### config.mk
export PLATFORM = sky130hd
export DESIGN_NAME = i2c_regslave
export DESIGN_NICKNAME = d
export VERILOG_FILES = /design/src/rtl/i2cs_pkg.sv /design/src/rtl/i2cs_sync.sv /design/src/rtl/i2cs_busy.sv /design/src/rtl/i2cs_fsm.sv /design/src/rtl/i2c_regslave.sv
export SDC_FILE = /design/constraint.sdc
export NUM_CORES = 1
export LEC_CHECK = 0
export BUFFER_PORTS_ARGS = -buffer_cell sky130_fd_sc_hd__buf_4
export CAP_MARGIN = 25
export CORE_UTILIZATION = 38
export DETAILED_ROUTE_END_ITERATION = 8
export PLACE_DENSITY = 0.53
export SYNTH_ARGS = -nofsm -noshare
export SYNTH_HDL_FRONTEND = slang
export SYNTH_SLANG_ARGS = --single-unit
### constraint.sdc
create_clock -name clk -period 2.8 [get_ports clk]
set_clock_uncertainty 0.2 [all_clocks]
set_input_delay 0 -clock clk [delete_from_list [all_inputs] [get_ports clk]]
set_output_delay 0 -clock clk [all_outputs]
set_load 0.02 [all_outputs]
### src/rtl/i2cs_pkg.sv
package i2cs_pkg;

    typedef enum logic [2:0] {
        S_IDLE,
        S_RX,
        S_ACK,
        S_TX,
        S_MACK
    } phase_e;

    typedef enum logic [1:0] {
        B_ADDR,
        B_PTR,
        B_DATA,
        B_GCMD
    } bkind_e;

    typedef struct packed {
        logic start;
        logic stop;
        logic rise;
        logic fall;
        logic scl;
        logic sda;
    } bus_ev_t;

    localparam logic [7:0] PTR_RESET_CMD = 8'hBF;
    localparam logic [7:0] GC_RESET_CMD  = 8'h06;
    localparam logic [7:0] GC_ADDR_BYTE  = 8'h00;

    function automatic logic addr_hit(input logic [7:0] b, input logic [6:0] dev);
        return b[7:1] == dev;
    endfunction

endpackage

### src/rtl/i2cs_sync.sv
module i2cs_sync import i2cs_pkg::*; #(
    parameter int STAGES = 2
) (
    input  logic    clk,
    input  logic    rst,
    input  logic    scl_i,
    input  logic    sda_i,
    output bus_ev_t ev
);
    logic [1:0] ff [STAGES];
    logic       scl_q, sda_q;
    logic       scl_s, sda_s;

    always_ff @(posedge clk) begin
        if (rst) begin
            for (int i = 0; i < STAGES; i++) ff[i] <= 2'b11;
            scl_q <= 1'b1;
            sda_q <= 1'b1;
        end else begin
            ff[0] <= {scl_i, sda_i};
            for (int i = 1; i < STAGES; i++) ff[i] <= ff[i-1];
            scl_q <= scl_s;
            sda_q <= sda_s;
        end
    end

    assign scl_s = ff[STAGES-1][1];
    assign sda_s = ff[STAGES-1][0];

    always_comb begin
        ev.scl   = scl_s;
        ev.sda   = sda_s;
        ev.rise  = scl_s & ~scl_q;
        ev.fall  = ~scl_s & scl_q;
        ev.start = scl_s & scl_q & sda_q & ~sda_s;
        ev.stop  = scl_s & scl_q & ~sda_q & sda_s;
    end
endmodule

### src/rtl/i2cs_busy.sv
module i2cs_busy #(
    parameter int CYCLES = 1000
) (
    input  logic clk,
    input  logic rst,
    input  logic trigger,
    output logic busy
);
    localparam int W = (CYCLES < 1) ? 1 : $clog2(CYCLES + 1);

    logic [W-1:0] cnt;

    always_ff @(posedge clk) begin
        if (rst)               cnt <= '0;
        else if (trigger)      cnt <= W'(CYCLES);
        else if (cnt != '0)    cnt <= cnt - 1'b1;
    end

    assign busy = (cnt != '0);
endmodule

### src/rtl/i2cs_fsm.sv
module i2cs_fsm import i2cs_pkg::*; #(
    parameter logic [6:0] DEV_ADDR = 7'h48,
    parameter int         NUM_REGS = 24
) (
    input  logic       clk,
    input  logic       rst,
    input  bus_ev_t    ev,
    input  logic       busy,
    input  logic [7:0] reg_rdata,
    output logic       sda_oe,
    output logic [7:0] reg_addr,
    output logic [7:0] reg_wdata,
    output logic       reg_we,
    output logic       defaults_load
);
    localparam logic [8:0] LIMIT = 9'(NUM_REGS);

    phase_e     phase;
    bkind_e     kind;
    logic [3:0] cnt;
    logic [7:0] shreg, txsh, ptr;
    logic       rd_mode, gcall, rst_pend, macked;
    logic       byte_done, ack_byte;

    assign byte_done = ev.fall && (phase == S_RX) && (cnt == 4'd8);

    always_comb begin
        unique case (kind)
            B_ADDR:  ack_byte = !busy && (addr_hit(shreg, DEV_ADDR) || shreg == GC_ADDR_BYTE);
            B_GCMD:  ack_byte = (shreg == GC_RESET_CMD);
            default: ack_byte = 1'b1;
        endcase
    end

    always_ff @(posedge clk) begin
        if (rst) begin
            phase    <= S_IDLE;
            kind     <= B_ADDR;
            cnt      <= '0;
            shreg    <= '0;
            txsh     <= '0;
            ptr      <= '0;
            rd_mode  <= 1'b0;
            gcall    <= 1'b0;
            rst_pend <= 1'b0;
            macked   <= 1'b0;
        end else if (ev.stop) begin
            phase    <= S_IDLE;
            ptr      <= '0;
            rst_pend <= 1'b0;
            macked   <= 1'b0;
        end else if (ev.start) begin
            phase    <= busy ? S_IDLE : S_RX;
            kind     <= B_ADDR;
            cnt      <= '0;
            rst_pend <= 1'b0;
            macked   <= 1'b0;
        end else begin
            case (phase)
                S_RX: begin
                    if (ev.rise && cnt != 4'd8) begin
                        shreg <= {shreg[6:0], ev.sda};
                        cnt   <= cnt + 4'd1;
                    end else if (byte_done) begin
                        if (ack_byte) begin
                            phase <= S_ACK;
                            case (kind)
                                B_ADDR: begin
                                    rd_mode <= shreg[0];
                                    gcall   <= (shreg == GC_ADDR_BYTE);
                                end
                                B_PTR: begin
                                    ptr      <= shreg;
                                    rst_pend <= (shreg == PTR_RESET_CMD);
                                end
                                B_DATA:  ptr      <= ptr + 8'd1;
                                default: rst_pend <= 1'b1;
                            endcase
                        end else begin
                            phase <= S_IDLE;
                        end
                    end
                end
                S_ACK: begin
                    if (ev.fall) begin
                        cnt <= '0;
                        if (rst_pend) begin
                            phase    <= S_IDLE;
                            ptr      <= '0;
                            rst_pend <= 1'b0;
                        end else if (kind == B_ADDR) begin
                            if (gcall) begin
                                phase <= S_RX;
                                kind  <= B_GCMD;
                            end else if (rd_mode) begin
                                phase <= S_TX;
                                txsh  <= reg_rdata;
                            end else begin
                                phase <= S_RX;
                                kind  <= B_PTR;
                            end
                        end else begin
                            phase <= S_RX;
                            kind  <= B_DATA;
                        end
                    end
                end
                S_TX: begin
                    if (ev.fall) begin
                        if (cnt == 4'd7) begin
                            phase <= S_MACK;
                            cnt   <= '0;
                        end else begin
                            txsh <= {txsh[6:0], 1'b0};
                            cnt  <= cnt + 4'd1;
                        end
                    end
                end
                S_MACK: begin
                    if (ev.rise) begin
                        if (!ev.sda) begin
                            ptr    <= ptr + 8'd1;
                            macked <= 1'b1;
                        end else begin
                            phase <= S_IDLE;
                        end
                    end else if (ev.fall && macked) begin
                        phase  <= S_TX;
                        txsh   <= reg_rdata;
                        macked <= 1'b0;
                    end
                end
                default: ;
            endcase
        end
    end

    assign sda_oe        = (phase == S_ACK) || (phase == S_TX && !txsh[7]);
    assign reg_addr      = ptr;
    assign reg_wdata     = shreg;
    assign reg_we        = byte_done && (kind == B_DATA) && ({1'b0, ptr} < LIMIT);
    assign defaults_load = ev.fall && (phase == S_ACK) && rst_pend;
endmodule

### src/rtl/i2c_regslave.sv
module i2c_regslave import i2cs_pkg::*; #(
    parameter logic [6:0] DEV_ADDR    = 7'h48,
    parameter int         NUM_REGS    = 24,
    parameter int         BUSY_CYCLES = 100000,
    parameter int         SYNC_STAGES = 2
) (
    input  logic       clk,
    input  logic       rst,
    input  logic       scl_i,
    input  logic       sda_i,
    output logic       sda_oe,
    output logic [7:0] reg_addr,
    output logic [7:0] reg_wdata,
    output logic       reg_we,
    input  logic [7:0] reg_rdata,
    output logic       defaults_load
);
    bus_ev_t ev_w;
    logic    busy_w;

    i2cs_sync #(.STAGES(SYNC_STAGES)) u_sync (
        .clk   (clk),
        .rst   (rst),
        .scl_i (scl_i),
        .sda_i (sda_i),
        .ev    (ev_w)
    );

    i2cs_busy #(.CYCLES(BUSY_CYCLES)) u_busy (
        .clk     (clk),
        .rst     (rst),
        .trigger (defaults_load),
        .busy    (busy_w)
    );

    i2cs_fsm #(.DEV_ADDR(DEV_ADDR), .NUM_REGS(NUM_REGS)) u_fsm (
        .clk           (clk),
        .rst           (rst),
        .ev            (ev_w),
        .busy          (busy_w),
        .reg_rdata     (reg_rdata),
        .sda_oe        (sda_oe),
        .reg_addr      (reg_addr),
        .reg_wdata     (reg_wdata),
        .reg_we        (reg_we),
        .defaults_load (defaults_load)
    );
endmodule

==> metrics <==
Slew Limit Fails=0; Cell Rows=33; Setup Fix Bufs, Post-CTS=0; antenna violations before repair=0; post-synthesis cell count=397; Worst EP arrival=2580 ps; endpoint class of the critical path=register; 1st-pass router iterations=6; number of port buffers=30; Slew HR=44.1%; Synth Cell Area=3370 um2; Synth area leaders=dfxtp_1 36%, a21oi_1 5.6%, mux2i_1 5.3%, nor2_1 3.6%, ha_1 3.3%; fin crit share=90.0%; r2r setup slk=280 ps; Net Count, Synth=418; share of cells above drive strength 1=17.1%; setup TNS=0 ps; status=finished clean; DR vias/cell=5.70; largest net degree at the start of global routing=36; CP startpoint kind=register; worst hold path class=register to register; Vias=3,170; Ports=31; Setup WS pre-CTS=275 ps; grt total ovfl=0; Synth Warn #=0; power density cells=741 nW/um2; CP Max Fanout=10; first-pass GRT wire length=14,200 um; Post-synth EDFFs=0; Leak=1.62 nW; P&R area growth vs syn=21.0%; dpl hpwl=6060 um; sequential area share after synthesis=35.6%; Fillers=831; Yosys top cell by area=dfxtp_1; Tot GR Track Use=20.2%; initial DRC count=127; Avg Inst Size Synth=8.49 um2; RSZ-0062 raised after global routing=no; vias in the first global route=2,896; Tmin final=2520 ps; H-tree Lvls=3; CTS tree=done; Max Cap Viol=0; CTS Buf Count=9; Final Hold Fails=0; routed len/inst=15.7 um; Non-Filler Instances=556; placed cell count=528; CTS Buffer Depth=2; top cell type's share of synthesized area=35.6%; IR drop worst, VDD=0.000559 V; fmax=397 MHz; Worst Path Required=2870 ps; n_diodes=0; Async SR Flop Fraction=0%; CTS root buffer=clkbuf_8; # DRC=0; Final setup violation count=0; kind of critical path=register to register; worst slew pin tran=832 ps; Layout Nets=468; Clock Latency Late Sink=340 ps; core area=8380 um2; final worst slack=281 ps; Starting Density=40.2%; number of distinct library cells after synthesis=72; Reg clk slew, reported paths=70 ps; post-route ant nets=0; TritonCTS Sinks=60; Post-synth top flop=dfxtp_1; RePlAce Congestion=0.905; Die Height=96.2 um; chip width=96.2 um; Die Area=9250 um2; DRT Wirelength=8710 um; FF+latch count, synth=60; Pwr Total=3.02 mW
final timing paths:
check                                  start                          to  cells after the start
setup reg to reg  u_busy.cnt[5]$_SDFFE_PP0P_  u_fsm.rd_mode$_SDFFE_PP0P_                      5
setup / recovery  u_busy.cnt[5]$_SDFFE_PP0P_  u_fsm.rd_mode$_SDFFE_PP0P_                      5
hold / removal    u_sync.ff[0][1]$_SDFF_PP1_  u_sync.ff[0][3]$_SDFF_PP1_                      1
hold reg to reg   u_sync.ff[0][1]$_SDFF_PP1_  u_sync.ff[0][3]$_SDFF_PP1_                      1
kinds of logic (layout without fill, tap and decap cells):
group	Yosys count	in the layout	synth area share [%]
buf+inv	32	86	4.38
xor+xnor	9	9	2.34
mux	19	19	5.68
compound gates	121	121	24.4
simple gates	147	147	24.3
flops	60	60	35.6
fa+ha+maj	9	9	3.34
synthesized netlist by cell type (3+ instances only):
cell / instances
a311oi_1: 9
o31ai_1: 7
a211oi_1: 3
nand4_1: 4
ha_1: 9
nand3_1: 8
dfxtp_1: 60
nor2b_1: 6
buf_2: 7
clkbuf_1: 9
nor4_1: 3
mux2i_1: 18
xnor2_1: 3
a31oi_1: 4
or3_1: 9
nor2_1: 32
o211ai_1: 5
nand3b_1: 6
or2_2: 8
nand2b_1: 10
and2_1: 3
o2111ai_1: 4
nand2_1: 23
a21oi_1: 38
o21ai_0: 21
xor2_1: 6
o311ai_0: 3
nor3_1: 15
or4_1: 3
a2111oi_0: 4
inv_1: 12
critical path: stages, from the launching register on:
cell and delay (ps):
dfxtp_1 350, or4_4 540, nand4bb_1 470, o31ai_4 410, nor3b_4 280, mux2i_1 200
flip-flops by register name (all words and copies together) (netlist names):
register         count
u_sync.sda_q         1
u_fsm.rst_pend       1
u_fsm.reg_wdata      8
u_fsm.cnt            4
u_sync.ff            4
u_fsm.phase          3
u_sync.scl_q         1
u_fsm.rd_mode        1
u_fsm.kind           2
u_fsm.txsh           8
u_busy.cnt          17
u_fsm.reg_addr       8
u_fsm.gcall          1
u_fsm.macked         1
where the power goes:
part / switching, mW / internal [mW] / total, mW
Sequential: 0.133 / 0.998 / 1.13
Clock: 0.329 / 0.480 / 0.810
Combinational: 0.602 / 0.480 / 1.08
Total: 1.06 / 1.96 / 3.02
layout make-up:
class / instances / area (um2) / area share (%)
timing repair buffer: 58 / 468 / 11.5
sequential: 60 / 1200 / 29.4
inverter: 13 / 48.8 / 1.20
clock inverter: 1 / 30.0 / 0.736
multi-input combinational: 305 / 2030 / 49.7
tap: 105 / 131 / 3.22
clock buffer: 14 / 173 / 4.23
per-layer routing:
metal / GRT usage [%] / wire, um / vias up
met3: 4.98 / 322 / 14
met4: 6.47 / 145 / 0
met2: 32.4 / 4060 / 76
li1: - / - / 1594
met1: 26.5 / 4180 / 1486
met5: 0 / 0 / -
cell usage in the layout, fill, tap and decap left out, types with 4 or more instances in the layout:
cell           instances
or2_2                  8
o211ai_1               5
a21oi_1               38
a311oi_1               9
clkbuf_8              12
nand3_1                8
nor3_1                15
ha_1                   9
o2111ai_1              4
o21ai_0               21
dfxtp_1               60
a2111oi_0              4
inv_1                 12
nand2_1               23
or3_1                  9
mux2i_1               18
buf_4                 45
nand3b_1               6
a31oi_1                4
dlygate4sd3_1         13
xor2_1                 6
nand2b_1              10
nand4_1                4
nor2b_1                6
o31ai_1                7
nor2_1                32
metrics by stage:
| stage | util (%) | hold slack (ps) | area (um2) |
|---|---|---|---|
| after floorplan | - | -96.2 | 3370 |
| after global placement | 44.6 | -12.5 | 3740 |
| after detailed placement | 44.6 | -12.0 | 3740 |
| after CTS | 48.6 | 205 | 4070 |
| after global routing | 48.7 | 226 | 4080 |
| final | 48.7 | 200 | 4080 |
timing repair:
action / 4_1_cts / 5_1_grt
gates resized for setup: 0 / 1
endpoints found under the setup margin: 0 / 4
hold endpoints to repair: 33 / 0
hold buffers: 13 / 0
Note: power is estimated with default switching activity, not from simulation.
